<file path="src/rtl/bordered_raster_timing.sv">
module bordered_raster_timing #(
  parameter int CW       = 12,
  parameter int CDW      = 24,
  parameter int AW       = 4,
  parameter int HS_LEN   = 8,
  parameter int VS_LEN   = 3,
  parameter int RST_HTOT = 857,
  parameter int RST_VTOT = 262
) (
  input  logic           clk,
  input  logic           rst_n,
  input  logic           wr_en,
  input  logic [AW-1:0]  wr_addr,
  input  logic [31:0]    wr_data,
  input  logic [CDW-1:0] pix_data,
  output logic           hsync,
  output logic           vsync,
  output logic           field,
  output logic           border_active,
  output logic           window_active,
  output logic [CDW-1:0] color_out,
  output logic [CW-1:0]  win_x,
  output logic [CW-1:0]  win_y,
  output logic           irq
);
  localparam int NREG = 10;
  localparam int A_TOT = 0, A_HB = 1, A_VB = 2, A_WH = 3, A_WS = 4;
  localparam int A_WV = 5, A_CFG = 6, A_MODE = 7, A_SYNC = 8, A_BCOL = 9;
  localparam logic [AW-1:0] A_IRQ = AW'(10);

  logic [31:0]   shd [NREG];
  logic [31:0]   act [NREG];
  logic [CW-1:0] h, v;
  logic          fld;

  wire [CW-1:0]  htot  = act[A_TOT][CW-1:0];
  wire [CW-1:0]  vtot  = act[A_TOT][16 +: CW];
  wire           il    = act[A_SYNC][4];
  wire           ven   = act[A_SYNC][8];
  wire           den   = act[A_MODE][0];
  wire           sdbl  = act[A_MODE][1];
  wire           pdbl  = act[A_CFG][0];
  wire           blank = act[A_CFG][3];
  wire           fsel  = il & fld;
  wire [CW-1:0]  vlast = vtot + {{(CW-1){1'b0}}, fsel} - CW'(1);
  wire           line_end = (h == htot - CW'(1));
  wire           commit   = line_end && (v == vlast);

  wire [CW-1:0]  hbs = act[A_HB][16 +: CW];
  wire [CW-1:0]  hbe = act[A_HB][CW-1:0];
  wire [CW-1:0]  vbs = act[A_VB][16 +: CW];
  wire [CW-1:0]  vbe = act[A_VB][CW-1:0];
  wire [CW-1:0]  whs = act[A_WH][CW-1:0];
  wire [CW-1:0]  ww  = act[A_WS][CW-1:0];
  wire [CW-1:0]  wh  = act[A_WS][16 +: CW];
  wire [CW-1:0]  wvs = fsel ? act[A_WV][CW-1:0] : act[A_WV][16 +: CW];
  wire [CDW-1:0] bcol = act[A_BCOL][CDW-1:0];
  wire [CW-1:0]  hx = h - whs;
  wire [CW-1:0]  vy = v - wvs;

  logic unused_bits;
  assign unused_bits = ^{act[0], act[1], act[2], act[3], act[4],
                         act[5], act[6], act[7], act[8], act[9]};

  always_ff @(posedge clk) begin
    if (!rst_n) begin
      for (int i = 0; i < NREG; i++) begin
        shd[i] <= '0;
        act[i] <= '0;
      end
      shd[A_TOT] <= {16'(RST_VTOT), 16'(RST_HTOT)};
      act[A_TOT] <= {16'(RST_VTOT), 16'(RST_HTOT)};
    end else begin
      if (wr_en && (wr_addr < AW'(NREG)))
        shd[wr_addr] <= wr_data;
      if (commit)
        for (int i = 0; i < NREG; i++) act[i] <= shd[i];
    end
  end

  always_ff @(posedge clk) begin
    if (!rst_n) begin
      h   <= '0;
      v   <= '0;
      fld <= 1'b0;
    end else if (line_end) begin
      h <= '0;
      if (v == vlast) begin
        v   <= '0;
        fld <= il ? ~fld : 1'b0;
      end else begin
        v <= v + CW'(1);
      end
    end else begin
      h <= h + CW'(1);
    end
  end

  always_ff @(posedge clk) begin
    if (!rst_n)
      irq <= 1'b0;
    else if (commit)
      irq <= 1'b1;
    else if (wr_en && wr_addr == A_IRQ && wr_data[0])
      irq <= 1'b0;
  end

  wire in_b = ven && (h >= hbs) && (h < hbe) && (v >= vbs) && (v < vbe);
  wire in_w = in_b && den && !blank && (h >= whs) && (hx < ww) &&
              (v >= wvs) && (vy < wh);

  assign hsync         = ven && (h < CW'(HS_LEN));
  assign vsync         = ven && (v < CW'(VS_LEN));
  assign field         = fsel;
  assign border_active = in_b;
  assign window_active = in_w;
  assign color_out     = in_w ? pix_data : (in_b ? bcol : '0);
  assign win_x         = in_w ? (pdbl ? (hx >> 1) : hx) : '0;
  assign win_y         = in_w ? (sdbl ? (vy >> 1) : vy) : '0;

  AST_H_IN_LINE: assert property (@(posedge clk) disable iff (!rst_n)
    (htot != '0) |-> (h < htot));
  AST_VSYNC_AT_LINE_START: assert property (@(posedge clk) disable iff (!rst_n)
    $rose(vsync) |-> (h == '0));
  AST_IRQ_AT_RETRACE: assert property (@(posedge clk) disable iff (!rst_n)
    commit |=> irq);
  AST_SHADOW_HOLD: assert property (@(posedge clk) disable iff (!rst_n)
    !commit |=> $stable(act[A_BCOL]));
  AST_FIELD_TOGGLE: assert property (@(posedge clk) disable iff (!rst_n)
    (commit && il) |=> (fld != $past(fld)));
endmodule

</file>
<file path="config.mk">
export PLATFORM = sky130hd
export DESIGN_NAME = bordered_raster_timing
export DESIGN_NICKNAME = d
export VERILOG_FILES = /design/src/rtl/bordered_raster_timing.sv
export SDC_FILE = /design/constraint.sdc
export NUM_CORES = 1
export LEC_CHECK = 0
export ABC_AREA = 0
export ABC_CLOCK_PERIOD_IN_PS = 12800
export BUFFER_PORTS_ARGS = -buffer_cell sky130_fd_sc_hd__buf_2
export CORE_MARGIN = 2
export CORE_UTILIZATION = 40
export DETAILED_ROUTE_END_ITERATION = 16
export GPL_TIMING_DRIVEN = 0
export PLACE_DENSITY = 0.63
export RECOVER_POWER = 25
export SKIP_CTS_REPAIR_TIMING = 1
export SLEW_MARGIN = 0
export SYNTH_ARGS = -nofsm -noshare
export SYNTH_HDL_FRONTEND = slang
export SYNTH_SLANG_ARGS = --single-unit
export TNS_END_PERCENT = 100
</file>
<file path="constraint.sdc">
create_clock -name clk -period 12.8 [get_ports clk]
set_clock_uncertainty 0.1 [all_clocks]
set_input_delay 1.92 -clock clk [delete_from_list [all_inputs] [get_ports clk]]
set_output_delay 1.92 -clock clk [all_outputs]
set_load 0.03 [all_outputs]
</file>
==> run metrics <==
status=finished clean; remaining antenna violation count=0; Die X=between 200 and 250 µm; maximum VDD drop=0.08838 mV; final worst slack=about 3.4 ns; Avg WL per Cell=approximately 20 µm; clk slew on worst S/H paths=roughly 0.060 ns; fmax=between 100 and 150 MHz; CTS tree=built; fin util=a little under half; PwrDens=~120 nW/µm²; 1st-iter DRT viols=1,164; Syn Inst Count=between 1.5k and 2k; Num CTS Buffers=38; syn_area_per_cell=approximately 11 µm²; gpl congestion=0.8738; Rows=76; die span in y=roughly 210 µm; GR Util All Layers=between 20% and 30%; Synth Flop Type=edfxtp_1; synthesized area=17,610 µm²; fin crit share=roughly 73%; share of layout cells above drive strength 1=a little over a tenth; clock sinks=between 300 and 400; initial antenna violation count=1; Vias/cell=about 5.3; IO buf count=111; register area share after synthesis=~57%; CP Data Required Time=10.78 ns; Max Root-Sink Buffers=3; Distinct cells, synth=67; via count=12.66k; Slew HR=18.20%; htree depth=2; Post-Syn Nets=about 1.8k; leakage=0.008024 µW; startpoint types=flip-flop; Max-Cap Viols=0; DRC=0; WP data arrival=approximately 7.4 ns; core area=between 40,000 and 50,000 µm²; ys async rst share=0%; min Tclk post-route=roughly 9.4 ns; n_diodes=0; synth warn=0; final hold violation count=0; Pins Over Slew Limit=0; DR pass1 iterations=8; global-route wire length before repair=71,650 µm; Area Growth Syn to Fin=14.41%; FF+latch count, synth=between 300 and 400; starting density of the core=between 40% and 50%; Slew @ Worst Pin=1.210 ns; setup tns final=0 ns; RSZ-0062 raised after global routing=no; die area=roughly 46,000 µm²; final wirelength=47,620 µm; Crit Path Max Fanout=10; critical path class=reg2out; grt ovf=0; dpl ws=3.842 ns; clk_lat worst skew=around 0.53 ns; Nets=1,920; Root Driver=clkbuf_16; io pins=roughly 120; number of global-route vias before repair=between 10k and 15k; HP Class=reg2reg; Post-synth EDFFs=300; largest net degree at the start of global routing=approximately 110; DP HPWL=about 34,000 µm; Crit. End Element=output port; endpoints failing setup=0; Hold Slack=slightly below 0.4 ns
==> Yosys cell counts (7+ instances only) <==
library cell | count | area share (%)
edfxtp_1 | 300 | 51
nor2_1 | 201 | 4.3
and2_1 | 161 | 5.7
inv_1 | 130 | 2.8
ha_1 | 97 | 6.9
nand2_1 | 81 | 1.7
o21ai_0 | 63 | 1.8
a21oi_1 | 62 | 1.8
clkbuf_1 | 59 | 1.3
dfxtp_1 | 50 | 5.7
nand3_1 | 47 | 1.3
xnor2_1 | 44 | 2.2
nor3_1 | 39 | 1.1
mux2i_1 | 28 | 1.6
xor2_1 | 24 | 1.2
nor4_1 | 21 | 0.75
nand4_1 | 16 | 0.57
and3_1 | 13 | 0.46
o211ai_1 | 12 | 0.51
a211oi_1 | 10 | 0.43
a21o_1 | 10 | 0.43
a31oi_1 | 9 | 0.32
nand2b_1 | 9 | 0.32
nor2b_1 | 9 | 0.32
a2111oi_0 | 8 | 0.40
o21a_1 | 8 | 0.34
buf_6 | 7 | 0.45
nor3b_1 | 7 | 0.30
==> final timing paths <==
| path | start | cells past startpoint | slack (ns) | end |
|---|---|---|---|---|
| setup / recovery | act[8][4]$_SDFFCE_PP0P_ | 19 | 3.43 | win_y[2] |
| hold / removal | shd[0][16]$_SDFFE_PN0P_ | 2 | 0.39 | shd[0][16]$_SDFFE_PN0P_ |
| setup reg to reg | act[0][0]$_SDFFCE_PN0P_ | 10 | 7.48 | act[0][24]$_SDFFCE_PN0P_ |
| hold reg to reg | shd[0][16]$_SDFFE_PN0P_ | 2 | 0.39 | shd[0][16]$_SDFFE_PN0P_ |
==> routing by layer <==
metal | track usage [%] | up-vias | wire [µm]
li1 | - | 5976 | -
met1 | 31.07 | 6129 | 21740
met2 | 32.38 | 474 | 20700
met3 | 3.544 | 77 | 3932
met4 | 5.867 | 0 | 1255
met5 | 0 | - | 0
==> state kept, by name, summed over array words and instances, names as in the netlist <==
register / cells
shd: 162
h: 12
v: 12
fld: 1
irq: 1
act: 162
==> cell usage in the layout (no fill, tap or decap), drive strengths merged, types with 8 or more instances in the layout <==
master,netlist,routed
nor4,22,22
and3,13,13
nor2b,9,9
nor3,40,40
nand4,16,16
nand2b,9,9
nor2,201,201
a21oi,62,62
xnor2,44,44
xor2,24,24
a31oi,9,9
o21a,8,8
o211ai,12,12
inv,130,132
a21o,10,10
nand2,81,81
dfxtp,50,50
nand3,47,47
ha,97,97
o21ai,64,64
edfxtp,300,300
mux2i,28,28
clkbuf,59,119
a2111oi,8,8
and2,161,161
a211oi,10,10
clkinv,0,8
buf,14,122
==> metrics by stage <==
step / power [µW] / cell area, µm² / instances
finish: 2502 / 20150 / 2372
global route: 2580 / 20150 / 2372
CTS: 2516 / 20180 / 2372
detailed placement: 1462 / 18970 / 2303
global placement: 1457 / 18900 / 2300
floorplan: 1405 / 17610 / 1604
==> critical path, cell delays in order (launching register included) <==
cell and delay (ns):
edfxtp_1 0.38, nand2_1 0.28, buf_1 0.62, mux2i_1 0.43
ha_1 0.37, or3_1 0.15, o21ai_0 0.14, a2111oi_0 0.68
or4_1 0.22, o2111ai_1 0.21, ha_1 0.26, nor4b_1 0.29
o311ai_0 0.20, a2111oi_0 0.53, and4_1 0.28, clkbuf_1 0.49
nand2_1 0.38, clkbuf_1 0.33, nor3_1 0.32, buf_2 0.26
==> cell type report <==
class | instances | area [µm²]
sequential | 350 | 10010
inverter | 130 | 488.0
buffer | 73 | 341.6
clock buffer | 54 | 1092
timing repair buffer | 114 | 590.6
clock inverter | 15 | 121.4
tap | 585 | 732.0
multi-input combinational | 1051 | 6773
fill | 4000 | 23120
==> where the power goes <==
part	internal, µW	switching, µW	total, µW	leakage, µW
clock network	619	445	1060	0.000590
registers	1280	15.4	1300	0.00339
logic	46.6	96.2	143	0.00405
total	1950	556	2500	0.00802
==> cells by family (layout without fill, tap and decap cells) <==
kind of cell	count (synthesis)	after routing	share of synthesized area, %
and+or+nand+nor	638	638	18.69
xor gates and xnor gates	68	68	3.382
adders and majority gates	99	99	7.119
buffers and inverters	203	386	4.654
muxes	31	31	1.783
DFF	350	350	56.84
AOI/OAI and AO/OA	215	215	7.538
Note: power is estimated with default switching activity, not from simulation.
